File: config.mk
export PLATFORM = sky130hd
export DESIGN_NAME = dcc_mailbox
export DESIGN_NICKNAME = d
export VERILOG_FILES = /design/src/rtl/dcc_pkg.sv /design/src/rtl/dcc_flag.sv /design/src/rtl/dcc_hold_reg.sv /design/src/rtl/dcc_mailbox.sv
export SDC_FILE = /design/constraint.sdc
export NUM_CORES = 1
export LEC_CHECK = 0
export ABC_CLOCK_PERIOD_IN_PS = 1900
export BUFFER_PORTS_ARGS = -buffer_cell sky130_fd_sc_hd__buf_2
export CAP_MARGIN = 5
export CORE_ASPECT_RATIO = 1.2
export CORE_MARGIN = 1.5
export CORE_UTILIZATION = 46
export DETAILED_ROUTE_END_ITERATION = 8
export PLACE_DENSITY = 0.86
export SLEW_MARGIN = 40
export SYNTH_ARGS = -nofsm -noshare
export SYNTH_HDL_FRONTEND = slang
export SYNTH_SLANG_ARGS = --single-unit
File: constraint.sdc
create_clock -name clk -period 1.9 [get_ports clk]
set_input_delay 0.38 -clock clk [delete_from_list [all_inputs] [get_ports clk]]
set_output_delay 0.38 -clock clk [all_outputs]
set_load 0.05 [all_outputs]
File: src/rtl/dcc_pkg.sv
package dcc_pkg;
    // One flag's events for a cycle
    typedef struct packed {
        logic set;
        logic clr;
    } flag_evt_t;
endpackage

File: src/rtl/dcc_flag.sv
module dcc_flag
    import dcc_pkg::*;
(
    input  logic      clk,
    input  logic      rst_n,
    input  flag_evt_t evt_i,
    output logic      flag_o
);
    logic flag_d, flag_q;

    // Clear is applied last so it takes priority
    always_comb begin
        flag_d = flag_q;
        if (evt_i.set) flag_d = 1'b1;
        if (evt_i.clr) flag_d = 1'b0;
    end

    always_ff @(posedge clk) begin
        if (!rst_n) flag_q <= 1'b0;
        else        flag_q <= flag_d;
    end

    assign flag_o = flag_q;
endmodule

File: src/rtl/dcc_hold_reg.sv
module dcc_hold_reg #(
    parameter int W = 32
) (
    input  logic         clk,
    input  logic         rst_n,
    input  logic         load_i,
    input  logic [W-1:0] din_i,
    output logic [W-1:0] dout_o
);
    logic [W-1:0] data_d, data_q;

    always_comb begin
        data_d = data_q;
        if (load_i) data_d = din_i;
    end

    always_ff @(posedge clk) begin
        if (!rst_n) data_q <= '0;
        else        data_q <= data_d;
    end

    assign dout_o = data_q;
endmodule

File: src/rtl/dcc_mailbox.sv
module dcc_mailbox
    import dcc_pkg::*;
#(
    parameter int                DATA_W  = 32,
    parameter int                VER_W   = 4,
    parameter logic [VER_W-1:0]  VERSION = 4'b0011
) (
    input  logic              clk,
    input  logic              rst_n,
    input  logic              cpu_wr_i,
    input  logic [DATA_W-1:0] cpu_wdata_i,
    input  logic              cpu_rd_i,
    output logic [DATA_W-1:0] cpu_rdata_o,
    output logic [DATA_W-1:0] cpu_ctrl_o,
    input  logic              dbg_rd_i,
    output logic [DATA_W-1:0] dbg_rdata_o,
    input  logic              dbg_wr_i,
    input  logic [DATA_W-1:0] dbg_wdata_i,
    input  logic              dbg_ctrl_wr_i,
    output logic [DATA_W-1:0] dbg_ctrl_o
);
    localparam int VER_LSB = DATA_W - VER_W;

    logic      w_flag, r_flag;
    logic      out_load, in_load;
    flag_evt_t w_evt, r_evt;
    logic [DATA_W-1:0] ctrl_word;

    // Event decode: a producer is accepted only while its flag is low
    always_comb begin
        out_load  = cpu_wr_i & ~w_flag;
        in_load   = dbg_wr_i & ~r_flag;
        w_evt.set = out_load;
        w_evt.clr = dbg_rd_i;
        r_evt.set = in_load;
        r_evt.clr = cpu_rd_i | dbg_ctrl_wr_i;
    end

    dcc_flag u_w_flag (
        .clk    (clk),
        .rst_n  (rst_n),
        .evt_i  (w_evt),
        .flag_o (w_flag)
    );

    dcc_flag u_r_flag (
        .clk    (clk),
        .rst_n  (rst_n),
        .evt_i  (r_evt),
        .flag_o (r_flag)
    );

    dcc_hold_reg #(.W(DATA_W)) u_out_reg (
        .clk    (clk),
        .rst_n  (rst_n),
        .load_i (out_load),
        .din_i  (cpu_wdata_i),
        .dout_o (dbg_rdata_o)
    );

    dcc_hold_reg #(.W(DATA_W)) u_in_reg (
        .clk    (clk),
        .rst_n  (rst_n),
        .load_i (in_load),
        .din_i  (dbg_wdata_i),
        .dout_o (cpu_rdata_o)
    );

    // Control word: version on top, reserved zero, flags at bits 1 and 0
    always_comb begin
        ctrl_word = '0;
        ctrl_word[DATA_W-1:VER_LSB] = VERSION;
        ctrl_word[1] = w_flag;
        ctrl_word[0] = r_flag;
    end

    assign cpu_ctrl_o = ctrl_word;
    assign dbg_ctrl_o = ctrl_word;
endmodule

==> results.toml, run 1 <==
[placement]
dp_hpwl_mm = 4.42
dp_slack_ns = 0.645
io_buffer_count = 138
gp_congestion = 0.720

[layout]
mostFrequentLayoutCells = "137 x buf_2, 128 x nand2_1, 66 x dfxtp_1"
final_core_util = 0.580
layout-area-overhead-vs-synth_pct = 20.9
drive_gt1_frac = 0.325
filler_cell_count = 596
layout_commonest_cell = "buf_2"
multi_input_area_sq_mm = 0.00140
nets = 547
diodes = 0
regArea_sq_mm = 0.00132

[synthesis]
yosysSeqAreaShare = 0.424
synth.top_cell.area_share = 0.424
synth.distinct_cells = 12
synth_top_area_cell = "dfxtp_1"
avgSynthCellArea_sq_um = 8.85
netlist_area_sq_mm = 0.00311
ys_warn_count = 0
yosys-top-cells-area = "dfxtp_1 42%, mux2i_1 21%, buf_4 16%"
ys_ff_latch = 66
synth_cells = 352

[run_status]
status = "complete, no violations"

[clocking]
post_cts_buffers = 0
clock-sinks = 66
cts_tree = "built"
clk_pin_slew_ns = 0.07
cts_buffers = 9
cts_root_buffer = "clkbuf_8"
clk_path_buf_depth = 2
clk_latency_ns = 0.32
postCtsHoldBufs = 0
post_cts_resized = 0
cts_max_level = 3

[grt]
grt_pass1_vias = 2215
grt_pass1_wl_mm = 9.57
grt-ovfl-total = 0
antenna_found_initial = 0
grt_max_degree = 131
track_usage = 0.167

[power]
p_leak_nw = 2.07
peakVddDrop_uv = 584
cellPowerDensity_mw_per_mm2 = 960

[drt]
antenna_left = 0
drtIter0Drc = 47
drt-total-wl_mm = 6.05
drc = 0
dr_total_vias = 2442
post_drt_via_cell_ratio = 4.32
firstDrtPassIters = 4
wl_per_cell_microns = 10.7

[timing]
clock_skew_ns = 0.00788
setup_slack_ns = 0.480
hold_viol = 0
finalCritPeriodShare = 0.747
finalSetupViolCount = 0
slew_violations = 0
finalCriticalPeriod_ns = 1.42
clock.fmax_ghz = 0.704
rsz0062_at_grt = "false"
fin_setup_tns_ns = 0

[min_path]
holdPathStages = 2
hp-class = "primary input to flop"
timing.hold.worst_endpoint = "u_r_flag.flag_o"
hp-start = "dbg_ctrl_wr_i"

[critical_path]
worst_setup_path_end_kind = "output pin"
reg2reg_to = "u_in_reg.dout_o[30]"
r2r_start = "u_r_flag.flag_o"
critPathBufInv = 1
cp-start-kind = "flop"
path_delay_family = "flip-flops"
crit_path_max_incr_delay_ns = 0.41
crit_path_max_fanout = 4
reg2reg_setup_slack_ns = 0.78
cp_slowest_cell = "dfxtp_1"
critPathKind = "flop to output pin"
worstPathCellList = "buf_2"
cp.arrival_ns = 1.04
r2r_cells = 3
required_ns = 1.52

[floorplan]
dieArea_sq_mm = 0.00727
placementRows = 32
start_util = 0.480
core_area_sq_mm = 0.00649
die_y_microns = 93.1
die_x_microns = 78.1
pin_count = 199

[flow_run]
maxCapViolCount = 0
==> cells in the mapped netlist <==
cell type / instances
nor2b_1: 2
nor3b_1: 1
clkbuf_1: 2
nor4b_1: 1
dfxtp_1: 66
mux2i_1: 64
buf_2: 13
nor2_1: 2
buf_4: 65
conb_1: 2
nand2_1: 128
buf_6: 6
==> flip-flops by register name, indices dropped and copies added (netlist names) <==
register and count:
u_in_reg.dout_o 32, u_out_reg.dout_o 32, u_r_flag.flag_o 1, u_w_flag.flag_o 1
==> where the power goes <==
group,switching (mW),internal (mW),leakage (nW)
Sequential,0.0453,1.47,0.544
Combinational,0.764,0.215,1.43
Clock,0.483,0.631,0.0962
==> cell type report <==
| type | instances | area share |
|---|---|---|
| clock buffers | 12 | 0.0386 |
| clock inverters | 3 | 0.0106 |
| well taps | 85 | 0.0283 |
| repair buffers | 141 | 0.200 |
| flip-flops and latches | 66 | 0.351 |
| multi-input cells | 258 | 0.371 |
==> logic make-up after synthesis <==
| logic type | synth area share |
|---|---|
| buf+inv | 0.202 |
| other cells | 0.00241 |
| flops | 0.424 |
| simple gates | 0.166 |
| mux | 0.206 |
==> metal layers <==
| layer | track usage | share of wire | vias to the layer above |
|---|---|---|---|
| li1 | - | - | 1228 |
| met1 | 0.169 | 0.39 | 1076 |
| met2 | 0.309 | 0.50 | 128 |
| met3 | 0.0527 | 0.091 | 10 |
| met4 | 0.0804 | 0.018 | 0 |
| met5 | 0 | 0 | - |
==> worst max path at each step <==
stage	startpoint	to	slack, ns	cells past startpoint
after CTS	u_r_flag.flag_o	cpu_ctrl_o[0]	0.45	1
after global routing	u_w_flag.flag_o	cpu_ctrl_o[1]	0.42	1
final	u_r_flag.flag_o	cpu_ctrl_o[0]	0.48	1
after global placement	rst_n	u_r_flag.flag_o	0.69	3
after floorplan	dbg_wr_i	u_in_reg.dout_o[10]	0.85	4
after detailed placement	rst_n	u_r_flag.flag_o	0.65	3
==> per-stage QoR <==
stage	hold WS, ns	total power [mW]	cell area [sq um]	instances
2_1_floorplan	0.456	2.44	3330	410
3_3_place_gp	0.439	2.51	3580	550
3_5_place_dp	0.444	2.53	3580	550
4_1_cts	0.178	3.66	3760	565
5_1_grt	0.189	3.78	3760	565
6_report	0.202	3.61	3760	565
(Power assumes the default switching activity.)
==> run 2, diff against run 1 <==
ABC_CLOCK_PERIOD_IN_PS = 1250   (was 1900)
CORE_UTILIZATION = 38   (was 46)
PLACE_DENSITY = 0.76   (was 0.86)
clock period = 1.25 ns   (was 1.9 ns; I/O delays follow)
==> run 2 against run 1 <==
  * The flow now finishes with violations (design-rule violations)
  * Clock skew shrank 0.0011 ns
  * Register-to-register slack lost 0.56 ns
  * First-iteration DRC count grew 15%
  * Setup slack lost 0.42 ns
  * Sequential power grew 52%
  * Clock power grew 30%
  * Die area grew 20%
  * Cell count grew 3.0%
  * Design area grew 1.8%
  * Global-route usage shrank 3.0 points
  * Utilization shrank 10 points
  * Largest power group unchanged
==> results.toml, run 2 (synthesized netlist as in run 1, its figures left out) <==
[run_status]
status = "finished with violations"
failed_checks = "design-rule violations"

[min_path]
hp-start = "dbg_rd_i"
hp-class = "primary input to flop"
timing.hold.worst_endpoint = "u_w_flag.flag_o"
holdPathStages = 2

[grt]
grt_max_degree = 34
grt_pass1_vias = 2220
grt-ovfl-total = 0
track_usage = 0.137
grt_pass1_wl_mm = 9.49
antenna_found_initial = 0

[critical_path]
worstPathCellList = "buf_2"
crit_path_max_incr_delay_ns = 0.34
cp_slowest_cell = "dfxtp_1"
reg2reg_to = "u_in_reg.dout_o[28]"
required_ns = 1.00
path_delay_family = "flip-flops"
worst_setup_path_end_kind = "output pin"
r2r_start = "u_r_flag.flag_o"
reg2reg_setup_slack_ns = 0.22
crit_path_max_fanout = 2
critPathKind = "flop to output pin"
cp-start-kind = "flop"
cp.arrival_ns = 0.94
critPathBufInv = 1
r2r_cells = 3

[layout]
diodes = 0
nets = 554
final_cells = 582
layout-area-overhead-vs-synth_pct = 23.0
filler_cell_count = 796
mostFrequentLayoutCells = "132 x buf_2, 128 x nand2_1, 64 x mux2i_1, 64 x dfxtp_1, 60 x conb_1"
layout_commonest_cell = "buf_2"
drive_gt1_frac = 0.339

[clocking]
clock-sinks = 66
clk_path_buf_depth = 2
cts_buffers = 9
cts_tree = "built"
postCtsHoldBufs = 0
clk_pin_slew_ns = 0.07
cts_max_level = 3
clk_latency_ns = 0.33
cts_root_buffer = "clkbuf_8"

[timing]
finalSetupViolCount = 0
rsz0062_at_grt = "false"
hold_viol = 0
whs_ns = 0.0707
slew_violations = 0
finalCritPeriodShare = 0.953
clock.fmax_ghz = 0.839
clock_skew_ns = 0.00673
finalCriticalPeriod_ns = 1.19

[placement]
gp_congestion = 0.747
io_buffer_count = 138
dp_hpwl_mm = 4.49
dp.cells = 567

[drt]
post_drt_via_cell_ratio = 4.24
drc = 17
dr_total_vias = 2465
drtIter0Drc = 54
firstDrtPassIters = 7
drt-total-wl_mm = 6.02
antenna_left = 0
wl_per_cell_microns = 10.3

[floorplan]
start_util = 0.388
die_x_microns = 85.6
dieArea_sq_mm = 0.00875
core_area_sq_mm = 0.00802
die_y_microns = 102
placementRows = 36
pin_count = 199

[power]
power_mw = 5.26
power_switching_mw = 1.97
switching_share = 0.375
seqPwrFrac = 0.439
cellPowerDensity_mw_per_mm2 = 1370
peakVddDrop_uv = 727
combinationalPowerShare = 0.288
clock_power_share = 0.273
internal-power_mw = 3.29
p_leak_nw = 2.09

[flow_run]
maxCapViolCount = 0
run 2: how the worst max path moves through the flow:
stage                      endpoint  cells after the start            startpoint  slack [ns]
2_1_floorplan   u_in_reg.dout_o[10]                      4       u_r_flag.flag_o        0.27
3_3_place_gp    u_in_reg.dout_o[29]                      4              dbg_wr_i        0.24
3_5_place_dp   u_out_reg.dout_o[26]                      4                 rst_n        0.16
4_1_cts               cpu_ctrl_o[0]                      1       u_r_flag.flag_o       -0.06
5_1_grt             dbg_rdata_o[29]                      1  u_out_reg.dout_o[29]       0.002
6_report            cpu_rdata_o[23]                      1   u_in_reg.dout_o[23]        0.06
run 2: final cells by class:
| cell class | count | area (sq um) | area share |
|---|---|---|---|
| Tap cell | 95 | 119 | 0.0310 |
| Multi-Input combinational cell | 258 | 1400 | 0.365 |
| Timing Repair Buffer | 148 | 838 | 0.219 |
| Clock buffer | 11 | 131 | 0.0343 |
| Clock inverter | 4 | 20.0 | 0.00523 |
| Sequential cell | 66 | 1320 | 0.346 |
run 2: routing by layer:
layer / GRT usage / wire (microns)
met1: 0.151 / 2430
met2: 0.244 / 3000
met3: 0.0372 / 533
met4: 0.0682 / 58
met5: 0 / 0
run 2: per-stage QoR:
stage	util	setup TNS (ns)	worst slack, ns	instance area, sq um
after floorplan	-	0	0.272	3330
after global placement	0.456	0	0.239	3660
after detailed placement	0.456	0	0.156	3660
after CTS	0.476	-0.116	-0.0579	3820
after global routing	0.478	0	0.00238	3830
final	0.478	0	0.0584	3830
run 2: what timing repair did:
| item | CTS | global route |
|---|---|---|
| endpoints found under the hold margin | 0 | 0 |
| buffers inserted | 0 | 0 |
| setup endpoints to repair | 5 | 2 |
| pin swaps | 0 | 0 |
| resized for setup | 5 | 6 |
run 2: power groups by stage:
stage	clock network [mW]	logic, mW	registers, mW
6_report	1.44	1.52	2.31
5_1_grt	1.59	1.61	2.33
4_1_cts	1.51	1.52	2.31
3_5_place_dp	0	1.52	2.36
3_3_place_gp	0	1.50	2.35
2_1_floorplan	0	0.888	2.82
==> run 3, diff against run 2 <==
CORE_MARGIN = 2   (was 1.5)
==> run 3 against run 2 <==
  * The flow now finishes without violations
  * Utilization grew 0.21 points
  * Critical path type unchanged
  * First-iteration DRC count grew 1.9%
  * Highest routed layer unchanged
  * Wire length grew 1.9%
  * Critical path depth is the same
  * Clock power grew 24%
  * Cell count shrank 0.34%
  * Sequential power is essentially flat
  * Register-to-register slack lost 0.02 ns
  * Sequential cell count is the same
  * Global-route usage shrank 0.31 points
  * Clock skew grew 0.0012 ns
  * Hold slack gained 0.0030 ns
==> results.toml, run 3 (synthesized netlist as in run 1, its figures left out) <==
[timing]
whs_ns = 0.0738
clock_skew_ns = 0.00792
finalCriticalPeriod_ns = 1.22
rsz0062_at_grt = "true"
setup_slack_ns = 0.0349
finalSetupViolCount = 0
finalCritPeriodShare = 0.972
clock.fmax_ghz = 0.823
hold_viol = 0
fin_setup_tns_ns = 0
slew_violations = 0

[power]
peakVddDrop_uv = 651
p_leak_nw = 2.11
cellPowerDensity_mw_per_mm2 = 1450
power_mw = 5.62

[critical_path]
critPathBufInv = 1
cp_slowest_cell = "dfxtp_1"
reg2reg_setup_slack_ns = 0.20
crit_path_max_incr_delay_ns = 0.41
required_ns = 1.00
critPathKind = "flop to output pin"
reg2reg_to = "u_in_reg.dout_o[27]"
worstPathCellList = "buf_4"
cp.arrival_ns = 0.97
crit_path_end = "cpu_ctrl_o[1]"
r2r_cells = 3
worst_setup_path_end_kind = "output pin"
crit_path_max_fanout = 4
cp-start-kind = "flop"
path_delay_family = "flip-flops"
path_depth = 1
r2r_start = "u_r_flag.flag_o"
startpoint = "u_w_flag.flag_o"

[layout]
final_cells = 580
layout-area-overhead-vs-synth_pct = 24.2
design_area_sq_mm = 0.00387
mostFrequentLayoutCells = "133 x buf_2, 128 x nand2_1, 65 x dfxtp_1"
final_core_util = 0.480
layout_commonest_cell = "buf_2"
drive_gt1_frac = 0.336
diodes = 0
filler_cell_count = 795
nets = 552

[clocking]
clk_pin_slew_ns = 0.07
clk_path_buf_depth = 2
cts_root_buffer = "clkbuf_8"
cts_buffers = 9
cts_max_level = 3
clk_latency_ns = 0.32
postCtsHoldBufs = 0
clock-sinks = 66
cts_tree = "built"

[floorplan]
placementRows = 36
dieArea_sq_mm = 0.00894
start_util = 0.386
core_area_sq_mm = 0.00806
pin_count = 199
die_y_microns = 103
die_x_microns = 86.6

[min_path]
hp-class = "primary input to flop"

[placement]
dpl_cell_area_sq_mm = 0.00365
gp_congestion = 0.697
dp.cells = 565
io_buffer_count = 138
dp_slack_ns = 0.163
dp_hpwl_mm = 4.64

[drt]
dr.max_layer_used = "met4"
firstDrtPassIters = 4
dr_total_vias = 2455
antenna_left = 0
met1Wirelength_mm = 2.45
wl_met2_mm = 3.14
drtIter0Drc = 55
post_drt_via_cell_ratio = 4.23
wl_per_cell_microns = 10.6
dr_wl_met3_microns = 494
drc = 0
drt-total-wl_mm = 6.13

[flow_run]
maxCapViolCount = 0

[grt]
grt-ovfl-total = 0
grt_pass1_wl_mm = 9.45
track_usage = 0.134
antenna_found_initial = 0
grt_max_degree = 41
grt_pass1_vias = 2179

[run_status]
status = "complete, no violations"
run 3: timing repair:
action / 4_1_cts / 5_1_grt
hold endpoints to repair: 0 / 0
setup buffers: 0 / 0
resized for setup: 2 / 5
endpoints found under the setup margin: 4 / 4
run 3: how the worst min path moves through the flow:
stage	startpoint	endpoint	slack, ns	cells past startpoint
2_1_floorplan	dbg_rd_i	u_w_flag.flag_o	0.33	1
3_3_place_gp	dbg_rd_i	u_w_flag.flag_o	0.41	2
3_5_place_dp	dbg_rd_i	u_w_flag.flag_o	0.42	2
4_1_cts	dbg_ctrl_wr_i	u_r_flag.flag_o	0.05	2
5_1_grt	dbg_ctrl_wr_i	u_r_flag.flag_o	0.05	2
6_report	dbg_ctrl_wr_i	u_r_flag.flag_o	0.07	2
run 3: layer usage:
metal	vias to the layer above	global-route usage
met5	-	0
met4	0	0.0397
met3	6	0.0548
met2	125	0.244
met1	1081	0.143
li1	1243	-
run 3: power by group:
group          internal, mW  switching [mW]  leakage (nW)
combinational         0.349            1.16          1.46
sequential             2.24          0.0665         0.545
clock                  1.07           0.722         0.106
total                  3.66            1.95          2.11
run 3: layout make-up:
| class | instances | area (sq um) | area share |
|---|---|---|---|
| sequential | 66 | 1320 | 0.342 |
| multi-input combinational | 258 | 1400 | 0.361 |
| clock inverter | 2 | 35.0 | 0.00906 |
| clock buffer | 13 | 169 | 0.0437 |
| tap | 95 | 119 | 0.0307 |
| timing repair buffer | 146 | 826 | 0.213 |
